## src/rtl/xbar_access_ctrl.sv

```systemverilog
module xbar_access_ctrl #(
  parameter int N_COLS = 8,
  parameter int PW_W   = 8,
  localparam int CW    = (N_COLS > 1) ? $clog2(N_COLS) : 1
) (
  input  logic                  clk,
  input  logic                  rst_n,
  input  logic                  rd_cmd,
  input  logic                  wr_cmd,
  input  logic                  stop,
  input  logic                  wr_data,
  input  logic                  row_addr,
  input  logic [CW-1:0]         col_addr,
  input  logic [PW_W-1:0]       pulse_len,
  output logic [2*N_COLS-1:0]   bl_code,
  output logic [3:0]            sl_code,
  output logic [3:0]            wl_code,
  output logic                  busy,
  output logic                  done
);

  typedef enum logic [1:0] {S_IDLE, S_READ, S_SET, S_RST} st_t;

  st_t             st;
  logic            row_q;
  logic [CW-1:0]   col_q;
  logic [PW_W-1:0] cnt;
  logic [1:0]      bl_lvl, sl_lvl, wl_lvl;
  logic [1:0]      wl_on;

  wire start_wr = wr_cmd && !stop && !rd_cmd;
  wire [PW_W-1:0] pl_eff = (pulse_len == '0) ? PW_W'(1) : pulse_len;

  always_ff @(posedge clk or negedge rst_n) begin
    if (!rst_n) begin
      st    <= S_IDLE;
      row_q <= 1'b0;
      col_q <= '0;
      cnt   <= '0;
      done  <= 1'b0;
    end else begin
      done <= 1'b0;
      case (st)
        S_IDLE: begin
          if (rd_cmd || start_wr) begin
            row_q <= row_addr;
            col_q <= col_addr;
            cnt   <= pl_eff;
          end
          if (rd_cmd)        st <= S_READ;
          else if (start_wr) st <= wr_data ? S_SET : S_RST;
        end
        S_READ: begin
          if (stop) begin
            st   <= S_IDLE;
            done <= 1'b1;
          end
        end
        default: begin
          if (cnt == PW_W'(1)) begin
            st   <= S_IDLE;
            done <= 1'b1;
          end else begin
            cnt <= cnt - PW_W'(1);
          end
        end
      endcase
    end
  end

  assign busy   = (st != S_IDLE);
  assign bl_lvl = (st == S_READ) ? 2'b01 : (st == S_RST) ? 2'b10 : 2'b00;
  assign sl_lvl = (st == S_READ) ? 2'b01 : (st == S_SET) ? 2'b10 : 2'b00;
  assign wl_lvl = busy ? 2'b11 : 2'b00;

  for (genvar c = 0; c < N_COLS; c++) begin : g_bl
    assign bl_code[2*c +: 2] = (col_q == CW'(c)) ? bl_lvl : 2'b00;
  end

  for (genvar r = 0; r < 2; r++) begin : g_row
    assign sl_code[2*r +: 2] = (row_q == 1'(r)) ? sl_lvl : 2'b00;
    assign wl_code[2*r +: 2] = (row_q == 1'(r)) ? wl_lvl : 2'b00;
    assign wl_on[r]          = (wl_code[2*r +: 2] != 2'b00);
  end

  assert_done_single_R9: assert property (@(posedge clk) disable iff (!rst_n)
    done |=> !done);
  assert_done_after_op_R9: assert property (@(posedge clk) disable iff (!rst_n)
    done |-> (!busy && $past(busy)));
  assert_one_row_R10: assert property (@(posedge clk) disable iff (!rst_n)
    $onehot0(wl_on));
  assert_read_hold_R7: assert property (@(posedge clk) disable iff (!rst_n)
    (st == S_READ && !stop) |=> (st == S_READ));
  assert_prog_runs_R8: assert property (@(posedge clk) disable iff (!rst_n)
    ((st == S_SET || st == S_RST) && cnt != PW_W'(1)) |=> $stable(st) && $stable(row_q) && $stable(col_q));
  assert_set_bl_ground_R5: assert property (@(posedge clk) disable iff (!rst_n)
    (st == S_SET) |-> (bl_code == '0));
  assert_idle_quiet_R11: assert property (@(posedge clk) disable iff (!rst_n)
    !busy |-> (wl_code == 4'b0 && sl_code == 4'b0));

endmodule

```

## config.mk

```make
export PLATFORM = sky130hd
export DESIGN_NAME = xbar_access_ctrl
export DESIGN_NICKNAME = d
export VERILOG_FILES = /design/src/rtl/xbar_access_ctrl.sv
export SDC_FILE = /design/constraint.sdc
export NUM_CORES = 1
export LEC_CHECK = 0
export ABC_CLOCK_PERIOD_IN_PS = 1900
export CAP_MARGIN = 30
export CORE_MARGIN = 1
export CORE_UTILIZATION = 45
export DETAILED_ROUTE_END_ITERATION = 10
export DONT_BUFFER_PORTS = 1
export MAX_ROUTING_LAYER = met4
export PLACE_DENSITY = 0.7
export SLEW_MARGIN = 30
export SYNTH_ARGS = -nofsm -noshare
export SYNTH_HDL_FRONTEND = slang
export SYNTH_SLANG_ARGS = --single-unit
```

## constraint.sdc

```tcl
create_clock -name clk -period 1.9 [get_ports clk]
set_input_delay 0.095 -clock clk [delete_from_list [all_inputs] [get_ports clk]]
set_output_delay 0.095 -clock clk [all_outputs]
set_load 0.02 [all_outputs]
```

### After elaboration in Yosys (flattened, before gate mapping)

Index checks and enable logic that the tools add are counted.

| storage, ports and cells | value |
|---|---|
| flip-flop bits (word level) | 15 |
| input port bits | 18 |
| output and inout port bits | 26 |
| word-level logic and storage cells | 65 |

| operators by class | value |
|---|---|
| $add $sub $neg | 1 |
| equality and inequality tests | 15 |
| muxes and demuxes | 30 |
| bitwise logic cells | 1 |
| reductions and logical operators | 13 |

Operator list:

| cell | count |
|---|---|
| 2-bit two-way mux | 21 |
| 8-bit two-way mux | 3 |
| 8-bit case mux with 2 select lines | 1 |
| 3-bit == test, second input constant | 4 |
| 8-bit by 1-bit == test with 1-bit output, second input constant | 1 |
| 8-bit logical NOT | 1 |
| 8-bit by 1-bit subtractor with 8-bit output, second input constant | 1 |
| 3-bit by 2-bit == test with 1-bit output, second input constant | 2 |
| 3-bit AND reduction | 2 |
| 2-bit == test, second input constant | 2 |
| 2-bit != test, second input constant | 2 |
| 2-bit case mux with 2 select lines | 1 |
| 3-bit by 1-bit == test with 1-bit output, second input constant | 1 |
| 3-bit logical NOT | 1 |
| 1-bit two-way mux | 3 |
| 3-bit != test, second input constant | 1 |
| 3-bit nonzero test | 1 |
| 2-bit by 1-bit == test with 1-bit output, second input constant | 1 |
| 1-bit logical AND | 2 |
| 1-bit logical NOT | 2 |
| 2-bit logical NOT | 1 |
| 2-bit by 1-bit != test with 1-bit output, second input constant | 1 |
| 1-bit case mux with 2 select lines | 1 |
| 2-bit AND reduction | 1 |
| other kinds (3) | 3 |

### Logic depth before layout (Yosys ltp)

| logic depth | value |
|---|---|
| depth after elaboration | 6 |
| depth in mapped cells | 7 |
| gate-level depth less buffers | 6 |

### Worst setup path before layout

Ideal clock, no wire load.

| timing path | value |
|---|---|
| kind | reg2reg |
| start | register st[0] |
| end | register cnt[0] |
| library setup time | 0.140 ns |
| arrival | 1.472 ns |
| setup slack | 0.289 ns |
| cell stages (with the launch flop) | 7 |
| buffers on the path | 2 |
| cells stage by stage | dfrtp_1 buf_2 nor2_1 inv_1 clkbuf_1 a2111oi_0 a211oi_1 |

| between the ends | value |
|---|---|
| word-level cells in the longest chain between the ends | 3 |

Ends and longest elaborated chain:

| element | RTL line | source |
|---|---|---|
| start, declared | 24 | `st_t st;` |
| start signal, assigned | 51 | `else if (start_wr) st <= wr_data ? S_SET : S_RST;` |
| 2-bit logical NOT or 2-bit by 1-bit == test with 1-bit output (tied branches) | 43 | `case (st)` |
| 2-bit by 1-bit != test with 1-bit output (no line), or another cell as far along | - |  |
| 3-bit AND reduction (no line) | - |  |
| end signal, assigned | 48 | `cnt <= pl_eff;` |
| end signal, assigned | 64 | `cnt <= cnt - PW_W'(1);` |
| end, declared | 27 | `logic [PW_W-1:0] cnt;` |

Parallel ways exist; a longest one is shown, timed or not.
A chain may end at the register's enable or synchronous reset.

### Final worst setup path

| timing path | value |
|---|---|
| start | register cnt[3] |
| end | register cnt[1] |

| between the ends | value |
|---|---|
| word-level cells in the longest chain between the ends | 3 |

Ends and longest elaborated chain:

| element | RTL line | source |
|---|---|---|
| 8-bit by 1-bit == test with 1-bit output | 60 | `if (cnt == PW_W'(1)) begin` |
| 2-bit by 1-bit != test with 1-bit output (no line) | - |  |
| 3-bit AND reduction (no line) | - |  |

Every way passes these cells.

==> summary.txt <==
Floorplan
  • Die H: 49.8 um
  • Placeable core area: 2060 sq um
  • Die ar.: 2480 sq um
  • Row count: 16
  • Die width: 49.8 um
  • I/O pins: 44
  • Effective utilization at floorplan: 49.8%

Setup path
  • Last element of the critical path: cnt[1]
  • FF-to-FF End: cnt[1]
  • Reg2reg start: cnt[3]
  • Element type at the critical path start: flop
  • Reg-to-reg slack, setup: 0.16 ns
  • Cells on worst reg2reg path: 4
  • Arrival time at the worst endpoint: 1.96 ns
  • Crit end category: flop
  • Crit Path Max Fanout: 9
  • Critical path data required time: 2.12 ns
  • Critical path startpoint: cnt[3]
  • WS Path Type: reg2reg

Global routing
  • Remaining global-route overflow: 0
  • GRT Max-Usage Layer: met2
  • Met1 capacity usage during global routing: 25.5%
  • Global-route track usage on met3: 2.78%
  • Overall routing resource usage: 22.1%
  • Wire length of the first global-routing pass: 4040 um
  • Vias in the first global route: 941
  • Met2 track demand over resource in global routing: 39.2%
  • Largest net degree at the start of global routing: 16
  • Number of antenna violations at the first check in global routing: 0

CTS
  • Number of buffers created by CTS: 3
  • Depth of the CTS H-tree: 1
  • Clk Latency, worst-skew pair: 0.30 ns
  • CTS tree: done
  • Number of sinks handled by clock tree synthesis: 15
  • Clock transition time at the flip-flop clock pins of the worst setup and hold paths: 0.09 ns
  • Master cell of the clock root buffer: sky130_fd_sc_hd__clkbuf_4
  • Clock tree buffer depth: 2

STA
  • Setup TNS: 0 ns
  • Highest Clock Rate: 576 MHz
  • Hold violation total from the final report: 0
  • Final-report setup violation count: 0
  • Slew headroom: 55.1%
  • Crit share post-route: 91.4%
  • Setup repair after global routing missed its margin: false
  • Final count of pins violating max slew: 0
  • Transition time at the pin with the least slew margin: 0.671 ns
  • Final Critical Period: 1.74 ns
  • Post-Route Skew: 0.00211 ns

Logic synthesis
  • Ranking of synthesized cells by area: sky130_fd_sc_hd__dfrtp_1, sky130_fd_sc_hd__nor2_1, sky130_fd_sc_hd__nor3_1
  • Count of distinct cell types in the synthesized netlist: 37
  • Syn Nets: 141
  • Avg Inst Size Synth: 8.49 sq um
  • Post-synthesis register bit count: 15
  • Area fraction of the dominant cell type after synthesis: 36.5%
  • Post-synthesis sequential area ratio: 36.5%
  • Post-synth top area cell: sky130_fd_sc_hd__dfrtp_1
  • Synthesized instance count: 121
  • Post-synthesis instance area: 1030 sq um
  • Count of warnings emitted by yosys: 0

Routing
  • Initial DRC count: 25
  • Vias per cell: 6.02
  • Final wirelength: 2440 um
  • DRC violation count after routing: 0
  • DR vias: 981
  • Number of nets with antenna violations after detailed routing: 0
  • WL per Instance: 15.0 um
  • Number of search-and-repair iterations in the first detailed-routing pass: 4

Placement
  • Count of port buffers added during placement: 0
  • Placed Instances: 152
  • Last weighted congestion value of the routability-driven placer: 0.946
  • Hpwl dp: 1790 um

Finish
  • Area grow syn2layout: 15.3%
  • Proportion of layout cells with a drive suffix above 1: 19.1%
  • Number of standard cells in the final layout excluding fillers: 163
  • Final antenna diode count: 0
  • Post-layout net count: 157

Hold path
  • Min-delay worst type: in2reg
  • Number of cells on the worst hold path: 3

Power and ir drop
  • Power density over the cells: 1730 nW/um^2
  • Maximum vdd drop: 0.000919 V
  • Leakage power: 0.486 nW

Outcome
  • Status: finished clean

Flow run
  • Number of maximum-capacitance violations: 0
[sequential cells by signal (all words and copies together), names as in the netlist]
register  flops
cnt           8
col_q         3
done          1
row_q         1
st            2
[worst min path at each step]
| stage | startpoint | endpoint | slack (ns) |
|---|---|---|---|
| after floorplan | rst_n | cnt[0] | -0.20 |
| after global placement | rst_n | cnt[2] | -0.20 |
| after detailed placement | rst_n | cnt[2] | -0.20 |
| after CTS | pulse_len[5] | cnt[5] | 0.02 |
| after global routing | pulse_len[2] | cnt[2] | 0.03 |
| final | stop | st[0] | 0.02 |
[final cells by class]
type                       count  area (sq um)
timing repair buffer          19           160
inverter                       5          18.8
multi-input combinational     93           571
tap                           27          33.8
sequential                    15           375
fill                         191           877
clock buffer                   4          26.3
[timing repair]
action / CTS / global route
buffers inserted: 0 / 0
gates resized for setup: 0 / 0
hold buffers: 7 / 0
hold endpoints to repair: 22 / 0
[through the flow]
step | utilization, % | hold WS [ns] | power (mW) | setup WS [ns] | area, sq um
after detailed placement | 52.8 | -0.200 | 1.83 | 0.205 | 1090
after floorplan | - | -0.201 | 1.63 | 0.289 | 1030
after global placement | 52.8 | -0.200 | 1.80 | 0.325 | 1090
after CTS | 57.5 | 0.0181 | 2.04 | 0.180 | 1180
after global routing | 57.5 | 0.0328 | 2.20 | 0.0774 | 1180
final | 57.5 | 0.0178 | 2.04 | 0.164 | 1180
[synth_stat cells, drive strengths merged]
cell type and number:
nor2 19, mux2i 1, inv 5, nor4 3, o22a 3, and3 1, o211ai 3, clkbuf 1
buf 7, mux2 4, a21boi 1, ha 2, and2 4, nand3 2, a31o 1, nand4 1
a31oi 4, o31ai 1, o21ai 5, nor2b 2, nand2b 3, and2b 1, a22oi 1, or4 1
nor3b 1, nand2 8, dfrtp 15, nor3 11, a211oi 1, a21oi 7, nand3b 1, a2111oi 1
[power by group]
part | switching, mW | internal [mW]
logic | 0.728 | 0.455
clock network | 0.107 | 0.0820
registers | 0.194 | 0.479
total | 1.03 | 1.02
[worst max-delay path, stage by stage, from the launching register on]
cell,delay [ns]
sky130_fd_sc_hd__dfrtp_1,0.45
sky130_fd_sc_hd__nor4_2,0.38
sky130_fd_sc_hd__a31o_1,0.37
sky130_fd_sc_hd__and2_4,0.26
sky130_fd_sc_hd__mux2i_1,0.20
[cell usage in the layout (no fill, tap or decap), types with 2 or more instances in the layout]
cell / synthesis / layout
sky130_fd_sc_hd__a21oi_1: 7 / 7
sky130_fd_sc_hd__clkbuf_4: 0 / 3
sky130_fd_sc_hd__nand2b_1: 3 / 3
sky130_fd_sc_hd__nand2_1: 8 / 8
sky130_fd_sc_hd__a31oi_1: 4 / 4
sky130_fd_sc_hd__buf_4: 2 / 12
sky130_fd_sc_hd__o21ai_0: 4 / 4
sky130_fd_sc_hd__dlygate4sd3_1: 0 / 7
sky130_fd_sc_hd__nand3_1: 2 / 2
sky130_fd_sc_hd__o211ai_1: 3 / 3
sky130_fd_sc_hd__ha_1: 2 / 2
sky130_fd_sc_hd__nor2b_1: 2 / 2
sky130_fd_sc_hd__dfrtp_1: 15 / 15
sky130_fd_sc_hd__nor3_1: 11 / 11
sky130_fd_sc_hd__nor2_1: 19 / 19
sky130_fd_sc_hd__nor4_1: 2 / 2
sky130_fd_sc_hd__mux2_2: 4 / 4
sky130_fd_sc_hd__o22a_2: 3 / 3
sky130_fd_sc_hd__and2_1: 3 / 3
sky130_fd_sc_hd__inv_1: 5 / 5
[per-layer routing]
| metal | wire length (um) | vias up | share of wire, % |
|---|---|---|---|
| li1 | - | 461 | - |
| met1 | 1060 | 456 | 44 |
| met2 | 1170 | 61 | 48 |
| met3 | 171 | 3 | 7.0 |
| met4 | 34 | 0 | 1.4 |
| met5 | 0 | - | 0 |
[cell families after synthesis]
group	count (synthesis)	synth area share, %
mux	5	5.36
simple gates	58	28.6
fa+ha+maj	2	2.44
flops	15	36.5
compound gates	28	19.1
buf+inv	13	7.92
Power figures use the tool's default switching activity.
